## src/rtl/iret_guard_pkg.sv

```systemverilog
// Shared types for the interrupt-return validation unit.
// Assumes 16-bit selectors with RPL in bits 1:0 and index in 15:3.
package iret_guard_pkg;

    localparam int SEL_W = 16;

    typedef enum logic [2:0] {
        FLT_NONE = 3'd0,
        FLT_GP   = 3'd1,
        FLT_SS   = 3'd2,
        FLT_NP   = 3'd3,
        FLT_UD   = 3'd4
    } fault_e;

    typedef struct packed {
        logic       is_code;
        logic       writable;
        logic       conforming;
        logic [1:0] dpl;
        logic       present;
    } desc_attr_t;

endpackage

```

## src/rtl/iret_sel_check.sv

```systemverilog
// Per-selector decode: null detect, table-range detect and RPL extraction.
// Assumes the table limit is a byte limit and descriptors are 8 bytes.
module iret_sel_check #(
    parameter int SEL_W = 16
) (
    input  logic [SEL_W-1:0] sel,
    input  logic [SEL_W-1:0] tbl_limit,
    output logic             is_null,
    output logic             past_tbl,
    output logic [1:0]       rpl
);

    logic [SEL_W-1:0] last_byte;

    // Decode the selector fields that the rule chain consumes.
    always_comb begin
        last_byte = {sel[SEL_W-1:3], 3'b111};
        is_null   = (sel[SEL_W-1:2] == '0);
        past_tbl  = (last_byte > tbl_limit);
        rpl       = sel[1:0];
    end

endmodule

```

## src/rtl/iret_rule_eval.sv

```systemverilog
// Combinational rule chain: returns the first failing check in priority order.
// Assumes descriptor attributes are already decoded by the requester.
module iret_rule_eval
    import iret_guard_pkg::*;
#(
    parameter int ADDR_W    = 32,
    parameter int POP_BYTES = 12
) (
    input  logic              prot,
    input  logic              lock,
    input  logic [1:0]        cpl,
    input  logic [ADDR_W-1:0] eip,
    input  logic [ADDR_W-1:0] esp,
    input  logic [SEL_W-1:0]  tbl_limit,
    input  logic [SEL_W-1:0]  cs_sel,
    input  desc_attr_t        cs_attr,
    input  logic [ADDR_W-1:0] cs_limit,
    input  logic [SEL_W-1:0]  ss_sel,
    input  desc_attr_t        ss_attr,
    input  logic [ADDR_W-1:0] ss_limit,
    output fault_e            fault,
    output logic [SEL_W-1:0]  err
);

    localparam int NSEL = 2;
    localparam logic [ADDR_W:0] POP_SPAN = (ADDR_W+1)'(POP_BYTES - 1);

    logic [SEL_W-1:0] sel_arr  [NSEL];
    logic             null_arr [NSEL];
    logic             past_arr [NSEL];
    logic [1:0]       rpl_arr  [NSEL];

    assign sel_arr[0] = cs_sel;
    assign sel_arr[1] = ss_sel;

    for (genvar gi = 0; gi < NSEL; gi++) begin : g_sel
        iret_sel_check #(.SEL_W(SEL_W)) sel_i (
            .sel      (sel_arr[gi]),
            .tbl_limit(tbl_limit),
            .is_null  (null_arr[gi]),
            .past_tbl (past_arr[gi]),
            .rpl      (rpl_arr[gi])
        );
    end

    logic [ADDR_W:0] stack_top;
    logic            eip_bad;
    logic            stk_bad;
    logic            cs_dpl_bad;
    logic            ss_type_bad;

    // Derive the compare results shared by both modes.
    always_comb begin
        stack_top   = {1'b0, esp} + POP_SPAN;
        eip_bad     = (eip > cs_limit);
        stk_bad     = (stack_top > {1'b0, ss_limit});
        cs_dpl_bad  = cs_attr.conforming ? (cs_attr.dpl > rpl_arr[0])
                                         : (cs_attr.dpl != rpl_arr[0]);
        ss_type_bad = ss_attr.is_code || !ss_attr.writable;
    end

    // Walk the priority chain; the first hit sets class and error code.
    always_comb begin
        fault = FLT_NONE;
        err   = '0;
        if (lock) begin
            fault = FLT_UD;
        end else if (!prot) begin
            if (eip_bad)      fault = FLT_GP;
            else if (stk_bad) fault = FLT_SS;
        end else if (null_arr[0]) begin
            fault = FLT_GP;
        end else if (past_arr[0] || !cs_attr.is_code || (rpl_arr[0] > cpl) || cs_dpl_bad) begin
            fault = FLT_GP;
            err   = cs_sel;
        end else if (!cs_attr.present) begin
            fault = FLT_NP;
            err   = cs_sel;
        end else if (eip_bad) begin
            fault = FLT_GP;
        end else if (null_arr[1]) begin
            fault = FLT_GP;
        end else if (past_arr[1] || (rpl_arr[1] != rpl_arr[0]) || ss_type_bad
                     || (ss_attr.dpl != rpl_arr[0])) begin
            fault = FLT_GP;
            err   = ss_sel;
        end else if (!ss_attr.present) begin
            fault = FLT_NP;
            err   = ss_sel;
        end else if (stk_bad) begin
            fault = FLT_SS;
        end
    end

endmodule

```

## src/rtl/iret_guard.sv

```systemverilog
// Interrupt-return validation unit: capture, evaluate, hold verdict until ack.
// Assumes one request in flight; inputs are sampled only on acceptance.
module iret_guard
    import iret_guard_pkg::*;
#(
    parameter int ADDR_W    = 32,
    parameter int POP_BYTES = 12
) (
    input  logic              clk,
    input  logic              rst_n,
    input  logic              req_valid,
    output logic              req_ready,
    input  logic              req_protected,
    input  logic              req_lock,
    input  logic [1:0]        req_cpl,
    input  logic [ADDR_W-1:0] req_eip,
    input  logic [ADDR_W-1:0] req_esp,
    input  logic [15:0]       req_tbl_limit,
    input  logic [15:0]       req_cs_sel,
    input  logic              req_cs_is_code,
    input  logic              req_cs_conforming,
    input  logic [1:0]        req_cs_dpl,
    input  logic              req_cs_present,
    input  logic [ADDR_W-1:0] req_cs_limit,
    input  logic [15:0]       req_ss_sel,
    input  logic              req_ss_is_code,
    input  logic              req_ss_writable,
    input  logic [1:0]        req_ss_dpl,
    input  logic              req_ss_present,
    input  logic [ADDR_W-1:0] req_ss_limit,
    output logic              rsp_valid,
    input  logic              rsp_ack,
    output logic              rsp_ok,
    output logic [2:0]        rsp_fault,
    output logic [15:0]       rsp_err
);

    typedef enum logic [1:0] {ST_IDLE, ST_EVAL, ST_RESP} state_e;

    state_e            state_q;
    logic              prot_q, lock_q;
    logic [1:0]        cpl_q;
    logic [ADDR_W-1:0] eip_q, esp_q, cs_lim_q, ss_lim_q;
    logic [SEL_W-1:0]  tbl_q, cs_sel_q, ss_sel_q;
    desc_attr_t        cs_attr_q, ss_attr_q;
    fault_e            eval_fault;
    logic [SEL_W-1:0]  eval_err;
    fault_e            fault_q;
    logic [SEL_W-1:0]  err_q;
    logic              ok_q;

    logic accept;
    assign req_ready = (state_q == ST_IDLE);
    assign accept    = req_valid && req_ready;

    // Capture the request fields on acceptance.
    always_ff @(posedge clk) begin
        if (accept) begin
            prot_q    <= req_protected;
            lock_q    <= req_lock;
            cpl_q     <= req_cpl;
            eip_q     <= req_eip;
            esp_q     <= req_esp;
            tbl_q     <= req_tbl_limit;
            cs_sel_q  <= req_cs_sel;
            ss_sel_q  <= req_ss_sel;
            cs_lim_q  <= req_cs_limit;
            ss_lim_q  <= req_ss_limit;
            cs_attr_q <= '{is_code: req_cs_is_code, writable: 1'b0,
                           conforming: req_cs_conforming, dpl: req_cs_dpl,
                           present: req_cs_present};
            ss_attr_q <= '{is_code: req_ss_is_code, writable: req_ss_writable,
                           conforming: 1'b0, dpl: req_ss_dpl,
                           present: req_ss_present};
        end
    end

    iret_rule_eval #(.ADDR_W(ADDR_W), .POP_BYTES(POP_BYTES)) eval_i (
        .prot     (prot_q),
        .lock     (lock_q),
        .cpl      (cpl_q),
        .eip      (eip_q),
        .esp      (esp_q),
        .tbl_limit(tbl_q),
        .cs_sel   (cs_sel_q),
        .cs_attr  (cs_attr_q),
        .cs_limit (cs_lim_q),
        .ss_sel   (ss_sel_q),
        .ss_attr  (ss_attr_q),
        .ss_limit (ss_lim_q),
        .fault    (eval_fault),
        .err      (eval_err)
    );

    // Sequence idle -> evaluate -> respond, holding the verdict until ack.
    always_ff @(posedge clk) begin
        if (!rst_n) begin
            state_q <= ST_IDLE;
            fault_q <= FLT_NONE;
            err_q   <= '0;
            ok_q    <= 1'b0;
        end else begin
            case (state_q)
                ST_IDLE: if (accept) state_q <= ST_EVAL;
                ST_EVAL: begin
                    fault_q <= eval_fault;
                    err_q   <= eval_err;
                    ok_q    <= (eval_fault == FLT_NONE);
                    state_q <= ST_RESP;
                end
                ST_RESP: if (rsp_ack) state_q <= ST_IDLE;
                default: state_q <= ST_IDLE;
            endcase
        end
    end

    assign rsp_valid = (state_q == ST_RESP);
    assign rsp_ok    = ok_q;
    assign rsp_fault = fault_q;
    assign rsp_err   = err_q;

    // Verdict stays put while the requester has not acknowledged it.
    p_hold_r11: assert property (@(posedge clk) disable iff (!rst_n)
        rsp_valid && !rsp_ack |=> rsp_valid && $stable(rsp_fault) && $stable(rsp_err) && $stable(rsp_ok));

    // Acceptance leads to one evaluation cycle, then the verdict.
    p_latency_r11: assert property (@(posedge clk) disable iff (!rst_n)
        req_valid && req_ready |=> !rsp_valid ##1 rsp_valid);

    // Never ready while a verdict is pending.
    p_busy_r11: assert property (@(posedge clk) disable iff (!rst_n)
        rsp_valid |-> !req_ready);

    // A locked request always ends as an invalid-opcode verdict with code 0.
    p_lock_r1: assert property (@(posedge clk) disable iff (!rst_n)
        (state_q == ST_EVAL) && lock_q |=> rsp_fault == 3'(FLT_UD) && rsp_err == '0);

    // Real-mode verdicts never carry a selector nor a not-present class.
    p_real_r9: assert property (@(posedge clk) disable iff (!rst_n)
        (state_q == ST_EVAL) && !prot_q |=> rsp_err == '0 && rsp_fault != 3'(FLT_NP));

    // Stack-limit verdicts carry a zero error code.
    p_ss_zero_r9: assert property (@(posedge clk) disable iff (!rst_n)
        rsp_valid && rsp_fault == 3'(FLT_SS) |-> rsp_err == '0);

    // Success flag and no-fault class agree.
    p_ok_r11: assert property (@(posedge clk) disable iff (!rst_n)
        rsp_valid |-> rsp_ok == (rsp_fault == 3'(FLT_NONE)));

endmodule

```

## config.mk

```make
export PLATFORM = sky130hd
export DESIGN_NAME = iret_guard
export DESIGN_NICKNAME = d
export VERILOG_FILES = /design/src/rtl/iret_guard_pkg.sv /design/src/rtl/iret_sel_check.sv /design/src/rtl/iret_rule_eval.sv /design/src/rtl/iret_guard.sv
export SDC_FILE = /design/constraint.sdc
export NUM_CORES = 1
export LEC_CHECK = 0
export ABC_CLOCK_PERIOD_IN_PS = 9400
export BUFFER_PORTS_ARGS = -buffer_cell sky130_fd_sc_hd__buf_2
export CAP_MARGIN = 10
export CORE_MARGIN = 4
export CORE_UTILIZATION = 50
export DETAILED_ROUTE_END_ITERATION = 8
export GPL_ROUTABILITY_DRIVEN = 1
export PLACE_DENSITY_LB_ADDON = 0.15
export SYNTH_ARGS = -nofsm -noshare
export SYNTH_HDL_FRONTEND = slang
export SYNTH_SLANG_ARGS = --single-unit
```

## constraint.sdc

```tcl
create_clock -name clk -period 9.4 [get_ports clk]
set_clock_uncertainty 0.1 [all_clocks]
set_input_delay 1.41 -clock clk [delete_from_list [all_inputs] [get_ports clk]]
set_output_delay 1.41 -clock clk [all_outputs]
set_load 0.005 [all_outputs]
```

==> results_dict.tcl <==
set metrics [dict create \
    grt_setup_unrepaired "no" \
    start_util_pct 51.22 \
    final_cell_mix "buf_2 (215), edfxtp_1 (190), ha_1 (95), inv_1 (93), nand2_1 (55)" \
    syn_nets 1022 \
    cts_htree_levels 1 \
    grt_pass1_vias 6548 \
    async_reset_ff_share_pct 0 \
    root_buffer "clkbuf_16" \
    crit_fanout 4 \
    timing.final.max_slew_violations 0 \
    timing.fmax_mhz 215.2 \
    die-area_um2 21640 \
    status "complete, no violations" \
    die_height_um 147.1 \
    drt_wl_total_mm 19.83 \
    hpwl_mm 15.26 \
    ys_types 55 \
    drive_gt1_share_pct 25.61 \
    cp_data_required_time_ns 9.69 \
    finalHoldViolations 0 \
    cts_buffers 23 \
    final_nets 1256 \
    antenna_found_initial 2 \
    cts_sinks 212 \
    syn_inst 733 \
    n_antenna_cell 0 \
    ys_top_cells_by_area "edfxtp_1 (59%), ha_1 (12%), dfxtp_1 (4.6%), inv_1 (3.6%), nand2_1 (2.1%)" \
    highest_layer "met5" \
    clockBufferDepth 3 \
    met3_length_mm 1.266 \
    io_pins 216 \
    fp.dieW_um 147.1 \
    ys_ff_latch 212 \
    gp_congestion 0.8362 \
    synth_edf_count 190 \
    via_per_inst 5.061 \
    drc_errors 0 \
    antenna_left 0 \
    cap_violations 0 \
    drt_iter0_drc 375 \
    period_needed_ns 4.646 \
    grt_pass1_wl_mm 32.08 \
    relSlewSlack_pct 30.85 \
    clock_latency_ns 0.50 \
    grt_max_degree 82 \
    wl_met1_mm 8.395 \
    setup_tns_ns 0 \
    pre_cts_ws_ns 4.808 \
    port_buffers 215 \
    cts-resized-gates 0 \
    yosysWarnings 0 \
    setup_viol 0 \
    synth_flop_cell "edfxtp_1" \
    r2r_slack_ns 4.75 \
    cp.arrival_ns 4.93 \
    syn2layout_area_growth_pct 21.83 \
    netlist_area_um2 9677 \
    p_per_area_nw_per_um2 187.6 \
    rows 50 \
    critical_path_class "register to register" \
    drt_first_pass_iters 5 \
    fin_crit_sh_pct 49.42 \
    ir_worst_vdd_mv 0.1490 \
    synth-seq-area-share_pct 63.51 \
    cts_tree "yes" \
    worstSetupStartpointType "register" \
    yosysTopAreaCell "edfxtp_1" \
    hp-class "register to register" \
    clkTransAtPathRegs_ns 0.06 \
    vias 6296 \
    grt.total_usage_pct 18.32 \
    synth_top_area_share_pct 58.96 \
    core_um2 18890 \
    max_slew.worst_pin.slew_ns 1.029 \
    leakage_nw 5.147 \
    gr-total-overflow 0 \
    post_cts_buffers 0 \
    wl_per_cell_um 15.94 \
    layout_setup_ws_ns 4.754 \
    avgSynthCellArea_um2 13.20 \
    final_common_cell "buf_2" \
    end_kind "register" \
    wl_met2_mm 9.726 \
    postCtsHoldBufs 0 \
]
[path summary, 6_finish.rpt]
path,depth (start not counted),startpoint,endpoint
worst max-delay path,17,esp_q[2]$_DFFE_PP_,rsp_ok$_SDFFE_PN0N_
worst min-delay path,2,rsp_err[6]$_SDFFE_PN0N_,rsp_err[6]$_SDFFE_PN0N_
worst max register to register,17,esp_q[2]$_DFFE_PP_,rsp_ok$_SDFFE_PN0N_
worst min register to register,2,rsp_err[6]$_SDFFE_PN0N_,rsp_err[6]$_SDFFE_PN0N_
[critical path, cell delays in order, from the launching register on]
cell and delay [ns]:
edfxtp_1 0.38, o21a_1 0.18, o21ai_0 0.17, nor3b_1 0.36, and2_1 0.26, inv_1 0.09, nor4_1 0.59, nand2_1 0.14
xnor2_1 0.16, ha_1 0.29, nand4_1 0.13, nor4_1 0.42, nand2_1 0.14, nor4_1 0.35, and3_1 0.25, o22a_1 0.15
o31ai_2 0.07, o41ai_1 0.32
[sequential cells by signal (all words and copies together), names as in the netlist]
| register | flops |
|---|---|
| prot_q | 1 |
| rsp_ok | 1 |
| ss_sel_q | 16 |
| state_q | 2 |
| eip_q | 32 |
| tbl_q | 16 |
| cs_sel_q | 16 |
| ss_lim_q | 32 |
| esp_q | 32 |
| cs_lim_q | 32 |
| cpl_q | 2 |
| rsp_fault | 3 |
| rsp_err | 16 |
| cs_attr_q | 5 |
| ss_attr_q | 5 |
| lock_q | 1 |
[through the flow]
stage | hold slack, ns | utilization [%] | total power [W] | area [um^2] | instances
floorplan | 0.3457 | - | 0.001287 | 9677 | 733
global placement | 0.3361 | 58.55 | 0.001367 | 11060 | 1202
detailed placement | 0.3479 | 58.55 | 0.001371 | 11060 | 1202
CTS | 0.3610 | 62.40 | 0.002241 | 11790 | 1244
global route | 0.3959 | 62.40 | 0.002322 | 11790 | 1244
finish | 0.3574 | 62.40 | 0.002211 | 11790 | 1244
[area by class of cell]
cell class / instances / area, um^2
Fill cell: 1547 / 7104
Sequential cell: 212 / 6146
Tap cell: 260 / 325.3
Clock inverter: 6 / 82.58
Timing Repair Buffer: 217 / 1091
Clock buffer: 36 / 644.4
Multi-Input combinational cell: 420 / 3151
Inverter: 93 / 349.1
[where the power goes]
group	total, W	leakage (nW)	internal (W)	switching (W)
clock network	0.000862	0.353	0.000525	0.000338
registers	0.00113	2.00	0.00110	0.0000292
logic	0.000219	2.80	0.0000987	0.000120
total	0.00221	5.15	0.00172	0.000487
[cells in the mapped netlist (5+ instances only)]
cell type    n
inv_1       93
ha_1        95
nand2_1     55
dfxtp_1     22
nor2b_1      7
nor2_1      26
a21oi_1     30
xor2_1       9
nor3_1       7
nand4_1     16
clkbuf_1     5
nand2b_1     5
nor4_1      10
and4_1       5
xnor2_1     20
a22o_1       6
o21ai_0     24
edfxtp_1   190
nand3_1     20
a22oi_1     10
a21o_1      10
and3_1      12
[kinds of logic (layout without fill, tap and decap cells)]
group	count (synthesis)	in the layout	share of synthesized area, %
and+or+nand+nor	178	178	9.400
buffers and inverters	101	352	3.956
adders and majority gates	95	95	12.28
DFF	212	212	63.51
xor gates and xnor gates	29	29	2.625
muxes	1	1	0.1034
AOI/OAI and AO/OA	117	117	8.120
[layer usage]
layer  global-route usage, %  vias up
li1                        -     3175
met3                   4.010       31
met4                   4.194        4
met5                       0        -
met2                   31.59      169
met1                   23.91     2917
Note: power is estimated with default switching activity, not from simulation.
